**config.mk**
```make
export PLATFORM = sky130hd
export DESIGN_NAME = fpd_decomposer
export DESIGN_NICKNAME = d
export VERILOG_FILES = /design/src/rtl/fpd_pkg.sv /design/src/rtl/fpd_walk.sv /design/src/rtl/fpd_slot.sv /design/src/rtl/fpd_decomposer.sv
export SDC_FILE = /design/constraint.sdc
export NUM_CORES = 1
export LEC_CHECK = 0
export BUFFER_PORTS_ARGS = -buffer_cell sky130_fd_sc_hd__buf_2
export CAP_MARGIN = 20
export CORE_ASPECT_RATIO = 1.75
export CORE_MARGIN = 2
export CORE_UTILIZATION = 61
export DETAILED_ROUTE_END_ITERATION = 7
export GPL_TIMING_DRIVEN = 0
export PLACE_DENSITY = 0.87
export SKIP_CTS_REPAIR_TIMING = 1
export SLEW_MARGIN = 15
export SYNTH_ARGS = -nofsm -noshare
export SYNTH_HDL_FRONTEND = slang
export SYNTH_SLANG_ARGS = --single-unit
```
**constraint.sdc**
```tcl
create_clock -name clk -period 10.4 [get_ports clk]
set_input_delay 2.08 -clock clk [delete_from_list [all_inputs] [get_ports clk]]
set_output_delay 2.08 -clock clk [all_outputs]
set_load 0.02 [all_outputs]
```
**src/rtl/fpd_pkg.sv**
```systemverilog
package fpd_pkg;

   // Largest supported log2 word width (lane mask fits in 64 bits).
   localparam int unsigned FPD_LIM_LG = 6;

   typedef enum logic [1:0] {
      SL_EMPTY = 2'd0,   // no store held
      SL_ANNC  = 2'd1,   // footprint operations being emitted
      SL_WAIT  = 2'd2,   // footprint done, value not yet received
      SL_DRAIN = 2'd3    // value being spread over data operations
   } fpd_slot_e;

   // Byte lanes covered by 2**lg bytes starting at lane lo.
   function automatic logic [63:0] fpd_lane_mask(input logic [5:0] lo, input logic [2:0] lg);
      logic [63:0] m;
      if (lg >= 3'd6) m = '1;
      else            m = (64'd1 << (7'd1 << lg)) - 64'd1;
      return m << lo;
   endfunction

endpackage

```
**src/rtl/fpd_walk.sv**
```systemverilog
// Walks the atomic operations of one access: one operation for an aligned
// access, otherwise one byte per step in ascending address order.
module fpd_walk #(
   parameter  int unsigned ADDR_W = 32,
   parameter  int unsigned MAX_LG = 3,
   localparam int unsigned SZ_W   = $clog2(MAX_LG + 1),
   localparam int unsigned CNT_W  = MAX_LG + 1
) (
   input  logic              clk,
   input  logic              rst_n,
   input  logic              start,
   input  logic [ADDR_W-1:0] st_addr,
   input  logic [SZ_W-1:0]   st_lg,
   input  logic              ready,
   output logic              busy,
   output logic [ADDR_W-1:0] cur_addr,
   output logic [SZ_W-1:0]   cur_lg,
   output logic [MAX_LG-1:0] idx,
   output logic              last
);

   logic [MAX_LG-1:0] off;
   logic [MAX_LG-1:0] lo_mask;
   logic [CNT_W-1:0]  span;
   logic              aligned;
   logic [CNT_W-1:0]  rem_q;

   always_comb begin
      off     = st_addr[MAX_LG-1:0];
      span    = CNT_W'(1) << st_lg;
      lo_mask = span[MAX_LG-1:0] - MAX_LG'(1);
      aligned = (off & lo_mask) == '0;
   end

   always_ff @(posedge clk or negedge rst_n) begin
      if (!rst_n) begin
         busy     <= 1'b0;
         cur_addr <= '0;
         cur_lg   <= '0;
         idx      <= '0;
         rem_q    <= '0;
      end else if (start) begin
         busy     <= 1'b1;
         cur_addr <= st_addr;
         idx      <= '0;
         if (aligned) begin
            cur_lg <= st_lg;
            rem_q  <= CNT_W'(1);
         end else begin
            cur_lg <= '0;
            rem_q  <= span;
         end
      end else if (busy && ready) begin
         if (last) begin
            busy <= 1'b0;
         end else begin
            cur_addr <= cur_addr + ADDR_W'(1);
            idx      <= idx + MAX_LG'(1);
            rem_q    <= rem_q - CNT_W'(1);
         end
      end
   end

   assign last = (rem_q == CNT_W'(1));

   AST_START_IDLE: assert property (@(posedge clk) disable iff (!rst_n)
      start |-> !busy) else $error("walker restarted while busy");

endmodule

```
**src/rtl/fpd_slot.sv**
```systemverilog
// Single store slot: holds a store's footprint from request to value,
// answers overlap queries and captures the value for the data phase.
module fpd_slot
   import fpd_pkg::*;
#(
   parameter  int unsigned ADDR_W   = 32,
   parameter  int unsigned MAX_LG   = 3,
   parameter  int unsigned CHK_PIPE = 0,
   localparam int unsigned SZ_W     = $clog2(MAX_LG + 1),
   localparam int unsigned DW       = 8 << MAX_LG,
   localparam int unsigned AW1      = ADDR_W + 1
) (
   input  logic              clk,
   input  logic              rst_n,
   input  logic              st_fire,
   input  logic [ADDR_W-1:0] st_addr,
   input  logic [SZ_W-1:0]   st_lg,
   input  logic              fp_done,
   input  logic              dat_valid,
   input  logic [DW-1:0]     dat_value,
   output logic              dat_ready,
   output logic              drain_start,
   input  logic              drain_done,
   output logic              busy,
   output logic [ADDR_W-1:0] base_addr,
   output logic [SZ_W-1:0]   base_lg,
   output logic [DW-1:0]     value,
   output logic              err_orphan,
   input  logic [ADDR_W-1:0] chk_addr,
   input  logic [SZ_W-1:0]   chk_lg,
   output logic              chk_hit
);

   fpd_slot_e state_q;
   logic      held;
   logic      raw_hit;
   logic [AW1-1:0] s_lo, s_hi, c_lo, c_hi;

   always_comb begin
      dat_ready   = (state_q == SL_EMPTY) || (state_q == SL_WAIT);
      drain_start = dat_valid && (state_q == SL_WAIT);
      busy        = (state_q != SL_EMPTY);
      held        = (state_q == SL_ANNC) || (state_q == SL_WAIT);
      s_lo        = {1'b0, base_addr};
      s_hi        = s_lo + (AW1'(1) << base_lg);
      c_lo        = {1'b0, chk_addr};
      c_hi        = c_lo + (AW1'(1) << chk_lg);
      raw_hit     = held && (c_lo < s_hi) && (s_lo < c_hi);
   end

   always_ff @(posedge clk or negedge rst_n) begin
      if (!rst_n) begin
         state_q    <= SL_EMPTY;
         base_addr  <= '0;
         base_lg    <= '0;
         value      <= '0;
         err_orphan <= 1'b0;
      end else begin
         err_orphan <= dat_valid && (state_q == SL_EMPTY);
         case (state_q)
            SL_EMPTY: if (st_fire) begin
               state_q   <= SL_ANNC;
               base_addr <= st_addr;
               base_lg   <= st_lg;
            end
            SL_ANNC:  if (fp_done) state_q <= SL_WAIT;
            SL_WAIT:  if (dat_valid) begin
               value   <= dat_value;
               state_q <= SL_DRAIN;
            end
            SL_DRAIN: if (drain_done) state_q <= SL_EMPTY;
            default:  state_q <= SL_EMPTY;
         endcase
      end
   end

   generate
      if (CHK_PIPE == 0) begin : g_chk_comb
         assign chk_hit = raw_hit;
      end else begin : g_chk_reg
         logic hit_q;
         always_ff @(posedge clk or negedge rst_n) begin
            if (!rst_n) hit_q <= 1'b0;
            else        hit_q <= raw_hit;
         end
         assign chk_hit = hit_q;
      end
   endgenerate

   AST_FILL_EMPTY: assert property (@(posedge clk) disable iff (!rst_n)
      st_fire |-> state_q == SL_EMPTY) else $error("store accepted into full slot");
   AST_DONE_DRAIN: assert property (@(posedge clk) disable iff (!rst_n)
      drain_done |-> state_q == SL_DRAIN) else $error("data ended outside drain");
   AST_FP_ANNC: assert property (@(posedge clk) disable iff (!rst_n)
      fp_done |-> state_q == SL_ANNC) else $error("footprint end without store");

endmodule

```
**src/rtl/fpd_decomposer.sv**
```systemverilog
// Splits memory accesses into atomic operations; stores are announced
// first and receive their value in a later data phase.
module fpd_decomposer
   import fpd_pkg::*;
#(
   parameter  int unsigned ADDR_W   = 32,
   parameter  int unsigned MAX_LG   = 3,
   parameter  int unsigned KIND_W   = 3,
   parameter  int unsigned CHK_PIPE = 0,
   localparam int unsigned SZ_W     = $clog2(MAX_LG + 1),
   localparam int unsigned MAX_B    = 1 << MAX_LG,
   localparam int unsigned DW       = 8 * MAX_B
) (
   input  logic              clk,
   input  logic              rst_n,
   input  logic              req_valid,
   output logic              req_ready,
   input  logic [ADDR_W-1:0] req_addr,
   input  logic [SZ_W-1:0]   req_lg,
   input  logic              req_store,
   input  logic [KIND_W-1:0] req_kind,
   output logic              op_valid,
   input  logic              op_ready,
   output logic [ADDR_W-1:0] op_addr,
   output logic [SZ_W-1:0]   op_lg,
   output logic [MAX_B-1:0]  op_mask,
   output logic              op_store,
   output logic [KIND_W-1:0] op_kind,
   output logic              op_last,
   input  logic              dat_valid,
   output logic              dat_ready,
   input  logic [DW-1:0]     dat_value,
   output logic              wop_valid,
   input  logic              wop_ready,
   output logic [ADDR_W-1:0] wop_addr,
   output logic [SZ_W-1:0]   wop_lg,
   output logic [MAX_B-1:0]  wop_mask,
   output logic [DW-1:0]     wop_data,
   output logic              wop_last,
   input  logic [ADDR_W-1:0] chk_addr,
   input  logic [SZ_W-1:0]   chk_lg,
   output logic              chk_hit,
   output logic              err_orphan
);

   generate
      if (MAX_LG < 1 || MAX_LG > FPD_LIM_LG) begin : g_bad_lg
         $error("MAX_LG out of supported range");
      end
      if (ADDR_W <= MAX_LG) begin : g_bad_aw
         $error("ADDR_W must exceed MAX_LG");
      end
      if (CHK_PIPE > 1) begin : g_bad_pipe
         $error("CHK_PIPE must be 0 or 1");
      end
   endgenerate

   logic              req_fire;
   logic              slot_busy;
   logic              fp_done;
   logic              drain_start;
   logic              drain_done;
   logic [ADDR_W-1:0] base_addr;
   logic [SZ_W-1:0]   base_lg;
   logic [DW-1:0]     slot_value;
   logic [MAX_LG-1:0] fw_idx;
   logic [MAX_LG-1:0] d_idx;
   logic [DW-1:0]     shifted;
   logic [DW-1:0]     placed;
   logic [DW-1:0]     byte_en;

   assign req_ready = !op_valid && !(req_store && slot_busy);
   assign req_fire  = req_valid && req_ready;

   always_ff @(posedge clk or negedge rst_n) begin
      if (!rst_n) begin
         op_store <= 1'b0;
         op_kind  <= '0;
      end else if (req_fire) begin
         op_store <= req_store;
         op_kind  <= req_kind;
      end
   end

   fpd_walk #(.ADDR_W(ADDR_W), .MAX_LG(MAX_LG)) i_fp_walk (
      .clk      (clk),
      .rst_n    (rst_n),
      .start    (req_fire),
      .st_addr  (req_addr),
      .st_lg    (req_lg),
      .ready    (op_ready),
      .busy     (op_valid),
      .cur_addr (op_addr),
      .cur_lg   (op_lg),
      .idx      (fw_idx),
      .last     (op_last)
   );

   assign op_mask = MAX_B'(fpd_lane_mask(6'(op_addr[MAX_LG-1:0]), 3'(op_lg)));
   assign fp_done = op_valid && op_ready && op_last && op_store;

   fpd_slot #(.ADDR_W(ADDR_W), .MAX_LG(MAX_LG), .CHK_PIPE(CHK_PIPE)) i_slot (
      .clk         (clk),
      .rst_n       (rst_n),
      .st_fire     (req_fire && req_store),
      .st_addr     (req_addr),
      .st_lg       (req_lg),
      .fp_done     (fp_done),
      .dat_valid   (dat_valid),
      .dat_value   (dat_value),
      .dat_ready   (dat_ready),
      .drain_start (drain_start),
      .drain_done  (drain_done),
      .busy        (slot_busy),
      .base_addr   (base_addr),
      .base_lg     (base_lg),
      .value       (slot_value),
      .err_orphan  (err_orphan),
      .chk_addr    (chk_addr),
      .chk_lg      (chk_lg),
      .chk_hit     (chk_hit)
   );

   fpd_walk #(.ADDR_W(ADDR_W), .MAX_LG(MAX_LG)) i_dat_walk (
      .clk      (clk),
      .rst_n    (rst_n),
      .start    (drain_start),
      .st_addr  (base_addr),
      .st_lg    (base_lg),
      .ready    (wop_ready),
      .busy     (wop_valid),
      .cur_addr (wop_addr),
      .cur_lg   (wop_lg),
      .idx      (d_idx),
      .last     (wop_last)
   );

   assign wop_mask   = MAX_B'(fpd_lane_mask(6'(wop_addr[MAX_LG-1:0]), 3'(wop_lg)));
   assign drain_done = wop_valid && wop_ready && wop_last;

   for (genvar b = 0; b < MAX_B; b++) begin : g_lane
      assign byte_en[8*b +: 8] = {8{wop_mask[b]}};
   end

   always_comb begin
      shifted  = slot_value >> {d_idx, 3'b000};
      placed   = shifted << {wop_addr[MAX_LG-1:0], 3'b000};
      wop_data = placed & byte_en;
   end

   AST_LG_LEGAL: assert property (@(posedge clk) disable iff (!rst_n)
      req_valid |-> int'(req_lg) <= int'(MAX_LG)) else $error("size beyond word");
   AST_REQ_STARTS: assert property (@(posedge clk) disable iff (!rst_n)
      req_valid && req_ready |=> op_valid) else $error("request produced no op");
   AST_OP_HOLD: assert property (@(posedge clk) disable iff (!rst_n)
      op_valid && !op_ready |=> op_valid && $stable(op_addr) && $stable(op_mask)) else $error("op changed under stall");
   AST_ASCEND: assert property (@(posedge clk) disable iff (!rst_n)
      op_valid && op_ready && !op_last |=> op_valid && (op_addr == $past(op_addr) + ADDR_W'(1))) else $error("ops not ascending");
   AST_TAIL_BYTES: assert property (@(posedge clk) disable iff (!rst_n)
      op_valid && (fw_idx != '0) |-> op_lg == '0) else $error("split op wider than a byte");
   AST_MASK_SIZE: assert property (@(posedge clk) disable iff (!rst_n)
      op_valid |-> $countones(op_mask) == (1 << op_lg)) else $error("mask popcount");
   AST_WOP_MASK_SIZE: assert property (@(posedge clk) disable iff (!rst_n)
      wop_valid |-> $countones(wop_mask) == (1 << wop_lg)) else $error("data mask popcount");
   AST_NO_EARLY_DATA: assert property (@(posedge clk) disable iff (!rst_n)
      dat_valid && dat_ready |-> !(op_valid && op_store)) else $error("value before footprint");
   AST_ORPHAN_QUIET: assert property (@(posedge clk) disable iff (!rst_n)
      err_orphan |-> !wop_valid) else $error("orphan value emitted");

   generate
      if (CHK_PIPE == 0) begin : g_chk_ast
         AST_NO_HIT_DRAIN: assert property (@(posedge clk) disable iff (!rst_n)
            wop_valid |-> !chk_hit) else $error("hit while draining");
      end
   endgenerate

endmodule

```
## After elaboration in Yosys (flattened, before gate mapping)

Index checks and enable logic that the tools add are counted.
W data, S select, Z words.

| storage, ports and cells | value |
|---|---|
| register bits | 186 |
| bits of input ports | 142 |
| output and inout port bits | 160 |
| logic and storage cells | 121 |

| cells by class | value |
|---|---|
| $add $sub $neg | 11 |
| $lt $le $gt $ge | 4 |
| equality and inequality tests | 11 |
| shifts and indexed selects | 12 |
| mux-type cells | 32 |
| bitwise logic cells | 3 |
| reductions and logical operators | 32 |

Operators with widths:

| cell | count |
|---|---|
| $mux W32 | 6 |
| $mux W64 | 2 |
| $shl A1 B7 Y64 const A | 2 |
| $shl A64 B3 Y8 | 2 |
| $sub A64 B1 Y64 const B | 2 |
| $add A32 B33 Y33 | 2 |
| $lt A32 B33 Y1 | 2 |
| $shl A1 B2 Y33 const A | 2 |
| $add A32 B1 Y32 const B | 2 |
| $and A64 B64 Y64 | 1 |
| $shl A64 B6 Y64 | 1 |
| $shr A64 B6 Y64 | 1 |
| $mux W4 | 8 |
| $shl A1 B2 Y7 const A | 2 |
| $logic_and A1 B1 Y1 | 13 |
| $mux W2 | 6 |
| $reduce_and A2 Y1 | 6 |
| $reduce_bool A2 Y1 | 5 |
| $mux W3 | 3 |
| $eq A4 B1 Y1 const B | 2 |
| $pmux W2 S4 | 1 |
| $shl A1 B2 Y4 const A | 2 |
| $sub A4 B1 Y4 const B | 2 |
| $and A3 B3 Y3 | 2 |
| other kinds (13) | 28 |

## Longest topological paths before layout

| depth | value |
|---|---|
| depth in word-level cells | 8 |
| gate-level depth with buffers | 17 |
| depth with buffers taken out | 16 |

## Hierarchy

A second synthesis with hierarchy kept.

| second synthesis, totals | value |
|---|---|
| cells, all modules | 1,740 |
| area total of the unflattened synthesis | 15,949.0 um^2 |

By module, submodules not included:

| module | times used | cells each | area each (um^2) | seq. area each (um^2) |
|---|---|---|---|---|
| fpd_slot | 1 | 586 | 6,513.7 | 2,527.4 |
| fpd_walk | 2 | 289 | 2,526.2 | 1,051.0 |
| fpd_decomposer | 1 | 576 | 4,383.0 | 100.1 |

## Least setup slack after synthesis

Ideal clock, no wire load.

| timing | value |
|---|---|
| path type | input -> output |
| from | in chk_lg[1] |
| to | out chk_hit |
| data arrival time | 5.417 ns |
| data required time | 8.320 ns |
| setup slack | 2.903 ns |
| stages | 16 |
| buffers on the path | 0 |
| cell sequence | nor2_1 > ha_1 > inv_1 > fa_1 > nor2b_1 > o311ai_2 > nor2_1 > and4_1 > xnor2_1 > ha_1 > and3_1 > and4_1 > a221oi_1 > o2111ai_1 > o2111a_1 > a211oi_1 |

| between the ends | value |
|---|---|
| cells in the longest elaborated chain, start to end | 4 |

RTL lines:

| element | RTL line | RTL |
|---|---|---|
| start, declared | fpd_decomposer.sv:41 | `input logic [SZ_W-1:0] chk_lg,` |
| $shl A1 B2 Y33 | fpd_slot.sv:47 | `c_hi = c_lo + (AW1'(1) << chk_lg);` |
| $add A32 B33 Y33 | fpd_slot.sv:47 |  |
| $lt A32 B33 Y1 | fpd_slot.sv:48 | `raw_hit = held && (c_lo < s_hi) && (s_lo < c_hi);` |
| $logic_and A1 B1 Y1 | fpd_slot.sv:48 |  |
| end, declared | fpd_decomposer.sv:42 | `output logic chk_hit,` |

No other way between the ends.

## Final worst setup path

Ends and elaborated chain as after synthesis.

==> parameters.txt <==
Parameter                              Value

Outcome
  Status ... finished, final reports clean

STA
  Max-slew violations ... 0
  Setup tns final ... 0 ns
  Hold Violations, Final ... 0
  F_max ... 114 MHz
  Number of setup violations in the final report ... 0
  Slew at the pin closest to its max-slew limit ... approximately 1.2 ns
  Ratio of final minimum period to clock period ... 0.843
  Max transition margin ... 0.152
  RSZ-0062 raised after global routing ... false
  Final worst clock skew ... 0.0107 ns
  Final Critical Period ... 8.76 ns

Setup path
  Most prevalent standard cell on the critical path ... sky130_fd_sc_hd__nor2b_1
  Reg-to-Reg Start ... i_slot.state_q[0]
  Cell with the largest stage delay on the worst path ... sky130_fd_sc_hd__a2111oi_0
  Worst-path fanout max ... 5
  Critical R2R Capture ... i_slot.value[43]
  Depth of the most critical reg-to-reg path ... 8
  R2R Setup Slk ... roughly 7.1 ns
  Critical Path Source Type ... primary input
  Nature of the critical path endpoint ... output pin
  Critical path cell sequence ... buf_2, nor2b_1, ha_1, nor2b_1, o311ai_2, nor2_1, and4_1, xnor2_1, ha_1, and3_1, nor2b_1, nand4_1, a2111oi_0, o2111a_1, a211oi_1, buf_2
  Worst setup startpoint ... chk_lg[1]
  Maximum single-stage delay on the critical path ... 1.08 ns
  Required arrival time at the worst endpoint ... 8.32 ns
  Timing endpoint of the critical path ... chk_hit
  Worst EP arrival ... 6.68 ns
  Type of the setup path with the least slack ... in -> out

Cells and area
  Fill cells ... roughly 1900
  Share of final-layout standard cells stronger than drive strength 1 ... 0.225
  Layout net count ... 2371
  Final instance area ... between 15000 and 20000 sq um
  Area growth syn-to-layout ... 17.0%

Yosys
  Synth Flop Type ... sky130_fd_sc_hd__dfrtp_1
  Post-synth top cells ... sky130_fd_sc_hd__nand2_1, sky130_fd_sc_hd__dfrtp_1, sky130_fd_sc_hd__o21ai_0
  Area of the mapped netlist ... 15300 sq um
  Post-synth cell types ... between 80 and 90
  Post-synthesis instance total ... 1819
  Flops & latches, synth ... 186
  Synth top area share ... 0.305
  Mean instance size in the synthesized netlist ... between 8 and 9 sq um
  Total of warnings raised by yosys ... 0
  Synth async-reset ratio ... 1.00
  Yosys top cell by area ... sky130_fd_sc_hd__dfrtp_1
  Post-Syn Nets ... between 2000 and 2500
  Synth area leaders ... sky130_fd_sc_hd__dfrtp_1, sky130_fd_sc_hd__nand2_1, sky130_fd_sc_hd__ha_1
  Sequential share of the synthesized area ... 0.305
  Count of flip-flops with a built-in enable after synthesis ... 0
  Count leader, synth ... sky130_fd_sc_hd__nand2_1

Job
  Number of max-capacitance violations reported ... 0

GRT
  Number of antenna violations at the first check in global routing ... 11
  Number of global-route vias before repair ... 16500
  Pin count of the biggest net entering global routing ... 104
  Total overflow reported by the global router ... 0
  Wire length of the first global-routing pass ... 97300 um
  Total routing usage reported by global routing ... 0.506

Power and ir drop
  Leakage power ... 0.00843 uW
  Worst-case vdd ir drop ... roughly 0.00024 V
  Post-layout total power ... 6360 uW
  P per Cell Area ... 356 nW/um^2

Routing
  Metal3 WL ... 6680 um
  Total number of vias ... 16700
  DRT iter0 DRCs ... between 1500 and 2000
  DRC Markers ... 0
  Routed length on met2 ... between 30000 and 40000 um
  Final routed wirelength across all metal layers ... 64300 um
  Wl on met1 ... 19400 um
  Number of nets with antenna violations after routing ... 0
  Number of iterations in the first detailed-routing pass ... 8
  Per-cell routed wire length ... 25.9 um
  Top routing layer in use ... met5
  Vias per Instance ... 6.75

CTS
  TritonCTS clock tree ... done
  Buffer depth of the longest clock path ... 2
  CTS Buf Count ... 17
  Clock root cell ... sky130_fd_sc_hd__clkbuf_16
  Number of clock sinks ... 186
  CTS H-tree depth ... 4
  Clock slew at reported path FFs ... 0.08 ns
  Clock latency reported for the late side of the worst-skew pair ... 0.47 ns

Die
  Chip Width ... 124 um
  Top-level I/O count ... 302
  Die footprint ... 26400 sq um
  Core outline area ... 24600 sq um
  Cell row count ... 76
  DIE HEIGHT ... between 200 and 250 um
  Initial core utilization ... 0.620

Placement
  HPWL reported at the end of detailed placement ... between 40000 and 50000 um
  Routability-driven placement congestion ratio ... 1.03
  Post-Place Cell Area ... 17200 sq um
  Number of buffer cells added on primary ports ... around 300

Min path
  Class of the tightest hold or removal check ... reg -> reg
## cell usage in the layout (no fill, tap or decap), types with 37 or more instances in the layout
| master | n |
|---|---|
| sky130_fd_sc_hd__dfrtp_1 | 186 |
| sky130_fd_sc_hd__clkbuf_1 | 57 |
| sky130_fd_sc_hd__inv_1 | 37 |
| sky130_fd_sc_hd__nand3_1 | 65 |
| sky130_fd_sc_hd__mux2i_1 | 94 |
| sky130_fd_sc_hd__o21ai_0 | 119 |
| sky130_fd_sc_hd__ha_1 | 84 |
| sky130_fd_sc_hd__nor2_1 | 89 |
| sky130_fd_sc_hd__xor2_1 | 59 |
| sky130_fd_sc_hd__xnor2_1 | 40 |
| sky130_fd_sc_hd__mux2_2 | 53 |
| sky130_fd_sc_hd__a21oi_1 | 82 |
| sky130_fd_sc_hd__buf_2 | 319 |
| sky130_fd_sc_hd__nand2_1 | 400 |
## where the power goes
group	total, uW	leakage [uW]	switching (uW)	internal [uW]
combinational	4060	0.00581	2570	1490
sequential	1630	0.00234	579	1060
clock	671	0.000285	332	339
## registers in the layout, indices dropped and copies added, names as in the netlist
| signal | flops |
|---|---|
| i_slot.value | 64 |
| i_dat_walk.cur_addr | 32 |
| i_fp_walk.cur_addr | 32 |
| i_slot.base_addr | 32 |
| i_dat_walk.rem_q | 4 |
| i_fp_walk.rem_q | 4 |
| i_dat_walk.idx | 3 |
| op_kind | 3 |
| i_dat_walk.cur_lg | 2 |
| i_fp_walk.cur_lg | 2 |
| i_slot.base_lg | 2 |
| i_slot.state_q | 2 |
| i_dat_walk.busy | 1 |
| i_fp_walk.busy | 1 |
| i_slot.err_orphan | 1 |
| op_store | 1 |
## cell type report
class | instances | area (sq um) | share of cell area
clock inverters | 15 | 164 | 0.00917
flip-flops and latches | 186 | 4650 | 0.260
repair buffers | 306 | 1580 | 0.0882
plain buffers | 108 | 649 | 0.0363
multi-input cells | 1484 | 9830 | 0.550
diodes | 10 | 25.0 | 0.00140
well taps | 312 | 390 | 0.0218
clock buffers | 17 | 425 | 0.0238
inverters | 41 | 156 | 0.00875
## metrics by stage
| step | setup slack (ns) | cells | util | hold WS [ns] |
|---|---|---|---|---|
| 3_5_place_dp | 1.89 | 2434 | 0.699 | 0.466 |
| 4_1_cts | 1.88 | 2466 | 0.723 | 0.484 |
| 2_1_floorplan | 2.90 | 1819 | - | 0.441 |
| 3_3_place_gp | 1.95 | 2432 | 0.697 | 0.456 |
| 6_report | 1.64 | 2479 | 0.726 | 0.488 |
| 5_1_grt | 1.63 | 2475 | 0.725 | 0.520 |
## cell families (layout without fill, tap and decap cells)
kind of cell | count (synthesis) | in the layout | synth area share
and+or+nand+nor | 743 | 743 | 0.225
AOI/OAI and AO/OA | 389 | 389 | 0.162
muxes | 167 | 167 | 0.128
adders and majority gates | 86 | 86 | 0.0708
buffers and inverters | 149 | 487 | 0.0528
other | 0 | 10 | 0
DFF | 186 | 186 | 0.305
xor gates and xnor gates | 99 | 99 | 0.0568
## worst max-delay path, delay by kind of cell
kind / cells / cell delay, ns
adders and majority gates: 2 / 0.60
and+or+nand+nor: 7 / 1.32
AOI/OAI and AO/OA: 4 / 2.23
xor gates and xnor gates: 1 / 0.13
buffers and inverters: 2 / 0.33
## worst min-delay path by stage
stage                     startpoint               end  slack, ns  depth (start not counted)
floorplan            i_slot.value[7]   i_slot.value[7]       0.44                          2
global placement          op_kind[1]        op_kind[1]       0.46                          2
detailed placement        op_kind[1]        op_kind[1]       0.47                          2
CTS                       op_kind[1]        op_kind[1]       0.48                          2
global route        i_slot.value[10]  i_slot.value[10]       0.52                          2
finish                    op_kind[2]        op_kind[2]       0.49                          2
## per-layer routing
layer  GRT usage  vias up
li1            -     7192
met2       0.800     1264
met1       0.481     7789
met5      0.0156        -
met4       0.466        8
met3       0.226      475
Power figures use the tool's default switching activity.
